**config.mk**
```make
export PLATFORM = sky130hd
export DESIGN_NAME = tpm_locality_seq
export DESIGN_NICKNAME = d
export VERILOG_FILES = /design/src/rtl/tpm_seq_pkg.sv /design/src/rtl/tpm_req_decode.sv /design/src/rtl/tpm_resp_eval.sv /design/src/rtl/tpm_seq_fsm.sv /design/src/rtl/tpm_result_regs.sv /design/src/rtl/tpm_locality_seq.sv
export SDC_FILE = /design/constraint.sdc
export NUM_CORES = 1
export LEC_CHECK = 0
export BUFFER_PORTS_ARGS = -buffer_cell sky130_fd_sc_hd__buf_2
export CAP_MARGIN = 30
export CORE_UTILIZATION = 45
export CTS_CLUSTER_SIZE = 24
export DETAILED_ROUTE_END_ITERATION = 6
export PLACE_DENSITY = 0.85
export SLEW_MARGIN = 10
export SYNTH_ARGS = -nofsm -noshare
export SYNTH_HDL_FRONTEND = slang
export SYNTH_HIERARCHICAL = 1
export SYNTH_SLANG_ARGS = --single-unit
```
**constraint.sdc**
```tcl
create_clock -name clk -period 2.44 [get_ports clk]
set_input_delay 0.122 -clock clk [delete_from_list [all_inputs] [get_ports clk]]
set_output_delay 0.122 -clock clk [all_outputs]
set_load 0.01 [all_outputs]
```
**src/rtl/tpm_seq_pkg.sv**
```systemverilog
package tpm_seq_pkg;

  typedef enum logic [1:0] {
    PH_IDLE,
    PH_ISSUE,
    PH_WAIT
  } phase_t;

  typedef enum logic [2:0] {
    SP_IDENT,
    SP_ACC_FIRST,
    SP_RELEASE,
    SP_ACC_RECHK,
    SP_CLAIM,
    SP_GRANT,
    SP_FAMILY,
    SP_REVISION
  } step_t;

  typedef enum logic [1:0] {
    FC_NONE     = 2'd0,
    FC_PRECLAIM = 2'd1,
    FC_GRANT    = 2'd2,
    FC_FAMILY   = 2'd3
  } fail_t;

  typedef struct packed {
    logic  finish;
    fail_t code;
    step_t next;
  } verdict_t;

  // register byte offsets
  localparam int OFS_ACCESS = 'h000;
  localparam int OFS_STATUS = 'h018;
  localparam int OFS_IDENT  = 'hF00;
  localparam int OFS_REV    = 'hF04;

  // access register bit meanings
  localparam int ACC_VALID_BIT  = 7;
  localparam int ACC_ACTIVE_BIT = 5;
  localparam int ACC_REQ_BIT    = 1;
  localparam int ACC_ESTAB_BIT  = 0;

  localparam logic [7:0] ACC_IDLE_OK  = 8'(1 << ACC_VALID_BIT);
  localparam logic [7:0] ACC_GRANT_OK = 8'((1 << ACC_VALID_BIT) | (1 << ACC_ACTIVE_BIT));
  localparam logic [7:0] ACC_RELEASE  = 8'(1 << ACC_ACTIVE_BIT);
  localparam logic [7:0] ACC_REQUEST  = 8'(1 << ACC_REQ_BIT);
  localparam logic [7:0] ACC_MASK     = ~8'(1 << ACC_ESTAB_BIT);

  // status register family field
  localparam int         FAM_LSB = 26;
  localparam logic [1:0] FAM_OK  = 2'b01;

endpackage

```
**src/rtl/tpm_req_decode.sv**
```systemverilog
module tpm_req_decode
  import tpm_seq_pkg::*;
#(
  parameter int ADDR_W = 24,
  parameter int DATA_W = 32,
  parameter int LEN_W  = 3
) (
  input  step_t              step,
  output logic               wr,
  output logic [ADDR_W-1:0]  addr,
  output logic [LEN_W-1:0]   len,
  output logic [DATA_W-1:0]  wdata
);
  localparam logic [LEN_W-1:0] LEN_BYTE = LEN_W'(1);
  localparam logic [LEN_W-1:0] LEN_WORD = LEN_W'(4);

  always_comb begin
    wr    = 1'b0;
    addr  = ADDR_W'(OFS_ACCESS);
    len   = LEN_BYTE;
    wdata = '0;
    unique case (step)
      SP_IDENT: begin
        addr = ADDR_W'(OFS_IDENT);
        len  = LEN_WORD;
      end
      SP_ACC_FIRST, SP_ACC_RECHK, SP_GRANT: begin
        addr = ADDR_W'(OFS_ACCESS);
      end
      SP_RELEASE: begin
        wr    = 1'b1;
        wdata = DATA_W'(ACC_RELEASE);
      end
      SP_CLAIM: begin
        wr    = 1'b1;
        wdata = DATA_W'(ACC_REQUEST);
      end
      SP_FAMILY: begin
        addr = ADDR_W'(OFS_STATUS);
        len  = LEN_WORD;
      end
      SP_REVISION: begin
        addr = ADDR_W'(OFS_REV);
      end
      default: ;
    endcase
  end
endmodule

```
**src/rtl/tpm_resp_eval.sv**
```systemverilog
module tpm_resp_eval
  import tpm_seq_pkg::*;
#(
  parameter int DATA_W = 32
) (
  input  step_t             step,
  input  logic [DATA_W-1:0] rdata,
  output verdict_t          verdict
);
  logic [7:0] acc_byte;
  logic [7:0] acc_masked;
  logic [1:0] family;

  assign acc_byte   = rdata[7:0];
  assign acc_masked = acc_byte & ACC_MASK;
  assign family     = rdata[FAM_LSB +: 2];

  always_comb begin
    verdict.finish = 1'b0;
    verdict.code   = FC_NONE;
    verdict.next   = step;
    unique case (step)
      SP_IDENT:     verdict.next = SP_ACC_FIRST;
      SP_ACC_FIRST: begin
        if (acc_byte[ACC_ACTIVE_BIT]) begin
          verdict.next = SP_RELEASE;
        end else if (acc_masked == ACC_IDLE_OK) begin
          verdict.next = SP_CLAIM;
        end else begin
          verdict.finish = 1'b1;
          verdict.code   = FC_PRECLAIM;
        end
      end
      SP_RELEASE:   verdict.next = SP_ACC_RECHK;
      SP_ACC_RECHK: begin
        if (acc_masked == ACC_IDLE_OK) begin
          verdict.next = SP_CLAIM;
        end else begin
          verdict.finish = 1'b1;
          verdict.code   = FC_PRECLAIM;
        end
      end
      SP_CLAIM:     verdict.next = SP_GRANT;
      SP_GRANT: begin
        if (acc_masked == ACC_GRANT_OK) begin
          verdict.next = SP_FAMILY;
        end else begin
          verdict.finish = 1'b1;
          verdict.code   = FC_GRANT;
        end
      end
      SP_FAMILY: begin
        if (family == FAM_OK) begin
          verdict.next = SP_REVISION;
        end else begin
          verdict.finish = 1'b1;
          verdict.code   = FC_FAMILY;
        end
      end
      SP_REVISION:  verdict.finish = 1'b1;
      default: ;
    endcase
  end
endmodule

```
**src/rtl/tpm_seq_fsm.sv**
```systemverilog
module tpm_seq_fsm
  import tpm_seq_pkg::*;
(
  input  logic     clk,
  input  logic     rst_n,
  input  logic     start,
  input  logic     req_ready,
  input  logic     rsp_done,
  input  verdict_t verdict,
  output step_t    step,
  output logic     req_valid,
  output logic     busy,
  output logic     launch,
  output logic     resp_take,
  output logic     finish
);
  phase_t phase;

  assign req_valid = (phase == PH_ISSUE);
  assign busy      = (phase != PH_IDLE);
  assign launch    = (phase == PH_IDLE) && start;
  assign resp_take = (phase == PH_WAIT) && rsp_done;
  assign finish    = resp_take && verdict.finish;

  always_ff @(posedge clk) begin
    if (!rst_n) begin
      phase <= PH_IDLE;
      step  <= SP_IDENT;
    end else begin
      unique case (phase)
        PH_IDLE: begin
          if (start) begin
            phase <= PH_ISSUE;
            step  <= SP_IDENT;
          end
        end
        PH_ISSUE: begin
          if (req_ready) phase <= PH_WAIT;
        end
        PH_WAIT: begin
          if (rsp_done) begin
            if (verdict.finish) begin
              phase <= PH_IDLE;
            end else begin
              phase <= PH_ISSUE;
              step  <= verdict.next;
            end
          end
        end
        default: phase <= PH_IDLE;
      endcase
    end
  end
endmodule

```
**src/rtl/tpm_result_regs.sv**
```systemverilog
module tpm_result_regs
  import tpm_seq_pkg::*;
#(
  parameter int DATA_W = 32
) (
  input  logic              clk,
  input  logic              rst_n,
  input  logic              launch,
  input  logic              resp_take,
  input  logic              finish,
  input  step_t             step,
  input  fail_t             code,
  input  logic [DATA_W-1:0] rdata,
  output logic              done,
  output logic              pass,
  output logic [1:0]        fail_code,
  output logic [15:0]       vendor_id,
  output logic [15:0]       device_id,
  output logic [7:0]        revision
);
  always_ff @(posedge clk) begin
    if (!rst_n || launch) begin
      done      <= 1'b0;
      pass      <= 1'b0;
      fail_code <= 2'd0;
      vendor_id <= '0;
      device_id <= '0;
      revision  <= '0;
    end else begin
      if (resp_take && step == SP_IDENT) begin
        vendor_id <= rdata[15:0];
        device_id <= rdata[31:16];
      end
      if (finish) begin
        done      <= 1'b1;
        pass      <= (code == FC_NONE);
        fail_code <= code;
        if (code == FC_NONE) revision <= rdata[7:0];
      end
    end
  end
endmodule

```
**src/rtl/tpm_locality_seq.sv**
```systemverilog
module tpm_locality_seq
  import tpm_seq_pkg::*;
#(
  parameter int ADDR_W = 24,
  parameter int DATA_W = 32,
  parameter int LEN_W  = 3
) (
  input  logic              clk,
  input  logic              rst_n,
  input  logic              start,
  output logic              busy,
  output logic              done,
  output logic              pass,
  output logic [1:0]        fail_code,
  output logic [15:0]       vendor_id,
  output logic [15:0]       device_id,
  output logic [7:0]        revision,
  output logic              req_valid,
  input  logic              req_ready,
  output logic              req_write,
  output logic [ADDR_W-1:0] req_addr,
  output logic [LEN_W-1:0]  req_len,
  output logic [DATA_W-1:0] req_wdata,
  input  logic              rsp_done,
  input  logic [DATA_W-1:0] rsp_rdata
);
  step_t    step;
  verdict_t verdict;
  logic     launch;
  logic     resp_take;
  logic     finish;

  tpm_seq_fsm u_fsm (
    .clk       (clk),
    .rst_n     (rst_n),
    .start     (start),
    .req_ready (req_ready),
    .rsp_done  (rsp_done),
    .verdict   (verdict),
    .step      (step),
    .req_valid (req_valid),
    .busy      (busy),
    .launch    (launch),
    .resp_take (resp_take),
    .finish    (finish)
  );

  tpm_req_decode #(.ADDR_W(ADDR_W), .DATA_W(DATA_W), .LEN_W(LEN_W)) u_dec (
    .step  (step),
    .wr    (req_write),
    .addr  (req_addr),
    .len   (req_len),
    .wdata (req_wdata)
  );

  tpm_resp_eval #(.DATA_W(DATA_W)) u_eval (
    .step    (step),
    .rdata   (rsp_rdata),
    .verdict (verdict)
  );

  tpm_result_regs #(.DATA_W(DATA_W)) u_res (
    .clk       (clk),
    .rst_n     (rst_n),
    .launch    (launch),
    .resp_take (resp_take),
    .finish    (finish),
    .step      (step),
    .code      (verdict.code),
    .rdata     (rsp_rdata),
    .done      (done),
    .pass      (pass),
    .fail_code (fail_code),
    .vendor_id (vendor_id),
    .device_id (device_id),
    .revision  (revision)
  );
endmodule

```
==> run_results.csv <==
group,metric,value,unit
grt,globalRouteOverflowTotal,0,
power,intPower,1.12,mW
logic_synthesis,synth_compound_area_share,5.18,%
timing,period_share,91.9,%
grt,antenna_found_initial,0,
worst_setup_path,r2r-start,"u_fsm/step[1]$_SDFFE_PN0P_",
final_layout,regArea,981,sq um
timing,rsz0062_at_grt,"no",
cts,cts_resized,0,
worst_hold_path,worstHoldStart,"rsp_rdata[14]",
logic_synthesis,synth_area,0.00292,sq mm
timing,min_period,2.24,ns
drt,dr_wl_met2,2.95,mm
final_layout,drive_above_1_share,31.4,%
logic_synthesis,muxShareOfSynthArea,14.4,%
drt,top_layer_used,"met4",
cts,numCtsBuffers,5,
timing,setup_violations,0,
logic_synthesis,yosysTopAreaCell,"dfxtp_1",
worst_setup_path,cp-start-kind,"flip-flop",
final_layout,nNetsFinal,421,
timing,finClkSkew,0.00797,ns
drt,routed_wl,5.96,mm
logic_synthesis,yosys_warnings,6,
power,power,1.57,mW
logic_synthesis,synthCells,302,
floorplanning,ioPinCount,143,
timing,setup-tns-final,0,ns
logic_synthesis,synth-xor-area-share,0.300,%
grt,grt_usage,16.8,%
floorplanning,dieArea,0.00682,sq mm
place,gp_congestion,0.908,
final_layout,fin_cells,460,
logic_synthesis,synth_adder_area_share,0,%
timing,fmax,446,MHz
cts,cts_hold_buf,0,
drt,via_per_inst,4.98,
drt,routedWlPerCell,13.0,um
cts,clk_path_buf_depth,2,
timing,slew_headroom,65.5,%
grt,grt_pass1_vias,1883,
timing,worst_pin_slew,0.518,ns
cts,postCtsSetupBuffers,0,
run_status,outcome,"completed",
power,p_leak,1.50,nW
logic_synthesis,yosysTopAreaCellShare,33.6,%
floorplanning,core.rowCount,28,
logic_synthesis,yosys_register_bits,49,
logic_synthesis,synth.yosys.seq_area_share,33.6,%
worst_setup_path,cp_max_fo,12,
worst_setup_path,cp.arrival,2.43,ns
logic_synthesis,synthTopCellsByArea,"dfxtp_1, nand3b_1, mux2i_1",
floorplanning,start_util,47.9,%
logic_synthesis,synth_simple_gate_area_share,28.3,%
worst_setup_path,r2r_slack,0.20,ns
power,p_seq_share,52.2,%
place,place_inst,452,
drt,vias,2293,
power,clkPwrFrac,33.0,%
cts,cts_htree_levels,2,
logic_synthesis,synth_top_family_by_area,"simple AND/OR/NAND/NOR gates",
logic_synthesis,syn_area_per_cell,9.68,sq um
power,p_comb_share,14.9,%
cts,clkLatencyLatePin,0.31,ns
power,p_per_area,475,mW/mm^2
drt,first_pass_iters,5,
worst_setup_path,end_kind,"flip-flop",
timing,slew_violations,0,
place,post-dp-hpwl,4.22,mm
power,irDropWorstVdd,0.308,mV
final_layout,final_area,0.00330,sq mm
cts,cts.clk_slew.worst_paths,0.11,ns
cts,clock-root-buffer,"clkbuf_8",
logic_synthesis,ys_types,37,
final_layout,area_delta_synth_final,13.1,%
worst_setup_path,crit_required,2.63,ns
grt,grt_pass1_wl,8.74,mm
power,switching_share,28.5,%
cts,cts_tree,"yes",
place,placed_area,0.00321,sq mm
drt,wl_met3,434,um
place,io_buffers,94,
power,p_sw,0.447,mW
worst_hold_path,hold_path.class,"primary input to flip-flop",
worst_setup_path,critPathLaunch,"u_fsm/step[1]$_SDFFE_PN0P_",
timing,hold_viol,0,
worst_setup_path,critPathKind,"flip-flop to flip-flop",
floorplanning,dieWidth,82.6,um
drt,route.detailed.drc,0,
run,max_cap_viol_count,0,
floorplanning,core_area,0.00610,sq mm
final_layout,num-fill-cells,575,
drt,dr.first_iter.drc_count,32,
drt,ant_nets,0,
final_layout,antenna_cells,0,
grt,grt_max_degree,44,
final_layout,multiInputGateArea,0.00159,sq mm
drt,met1Wirelength,2.56,mm
cts,cts_sinks,49,
floorplanning,dieHeight,82.6,um
[final timing paths]
path	end	depth (start not counted)
worst min-delay path	u_res/vendor_id[14]$_SDFFE_PP0P_	3
worst max register to register	u_res/revision[1]$_SDFFE_PP0P_	6
worst min register to register	u_res/device_id[12]$_SDFFE_PP0P_	2
worst max-delay path	u_res/revision[1]$_SDFFE_PP0P_	6
[cell families (layout without fill, tap and decap cells)]
| kind of cell | Yosys count | after routing |
|---|---|---|
| AOI/OAI and AO/OA | 21 | 21 |
| xor gates and xnor gates | 1 | 1 |
| buffers and inverters | 75 | 111 |
| DFF | 49 | 49 |
| muxes | 42 | 42 |
| other | 1 | 48 |
| and+or+nand+nor | 113 | 113 |
[per-layer routing]
metal | global-route usage (%) | vias up
met4 | 3.79 | 0
met2 | 29.3 | 109
met1 | 21.0 | 1059
li1 | - | 1121
met5 | 0 | -
met3 | 3.63 | 4
[Yosys cell counts, drive strengths merged]
cell     n
nand3b  72
buf     64
dfxtp   49
mux2i   42
nor2    11
clkbuf  10
nand2b   8
a21oi    7
nand2    4
nor3b    4
o21ai    4
a32o     3
nor2b    3
or2      3
nor4b    2
o41ai    2
a21o     1
a31o     1
a31oi    1
and2     1
and3     1
conb     1
inv      1
nand4b   1
nor3     1
o31a     1
o31ai    1
or3b     1
or4      1
xnor2    1
[cells in the final DEF (no fill, tap or decap), types with 2 or more instances in the layout]
cell type  count
conb_1        48
nand2_1        3
o21ai_0        3
nand3b_1      72
buf_2         94
a21oi_1        7
buf_4          7
o41ai_1        2
nand2b_1       8
mux2i_1       42
a32o_2         3
or2_1          2
inv_6          3
nor4b_4        2
nor2b_1        3
nor3b_1        3
dfxtp_1       49
nor2_1        11
clkbuf_8       5
[cell type report]
cell class | count | share of cell area [%]
multi-input combinational | 225 | 48.0
sequential | 49 | 29.7
timing repair buffer | 102 | 16.4
tap | 75 | 2.84
clock buffer | 5 | 2.08
clock inverter | 3 | 0.795
inverter | 1 | 0.114
[power groups by stage]
stage | Combinational, mW | Sequential, mW | Clock (mW)
detailed placement | 0.233 | 0.837 | 0
CTS | 0.233 | 0.818 | 0.537
finish | 0.233 | 0.818 | 0.517
global route | 0.258 | 0.820 | 0.567
global placement | 0.228 | 0.836 | 0
floorplan | 0.232 | 0.832 | 0
[through the flow]
step	hold WS, ns	setup WS, ns	util (%)
6_report	0.0829	0.197	54.2
5_1_grt	0.0751	0.0206	54.2
4_1_cts	0.0725	0.223	54.2
3_5_place_dp	0.403	0.00583	52.6
3_3_place_gp	0.391	0.112	52.6
2_1_floorplan	0.250	0.347	-
[critical path: stages, from the launching register on]
cell,delay (ns)
dfxtp_1,0.61
nand2b_1,0.19
a21oi_1,0.06
o21ai_1,0.19
and2_1,0.26
or3b_1,0.61
mux2i_1,0.20
[state kept, by name, indices dropped and copies added (netlist names)]
register,cells
u_res/vendor_id,16
u_fsm/step,3
u_res/fail_code,2
u_fsm/phase,2
u_res/pass,1
u_res/revision,8
u_res/device_id,16
u_res/done,1
Power figures use the tool's default switching activity.
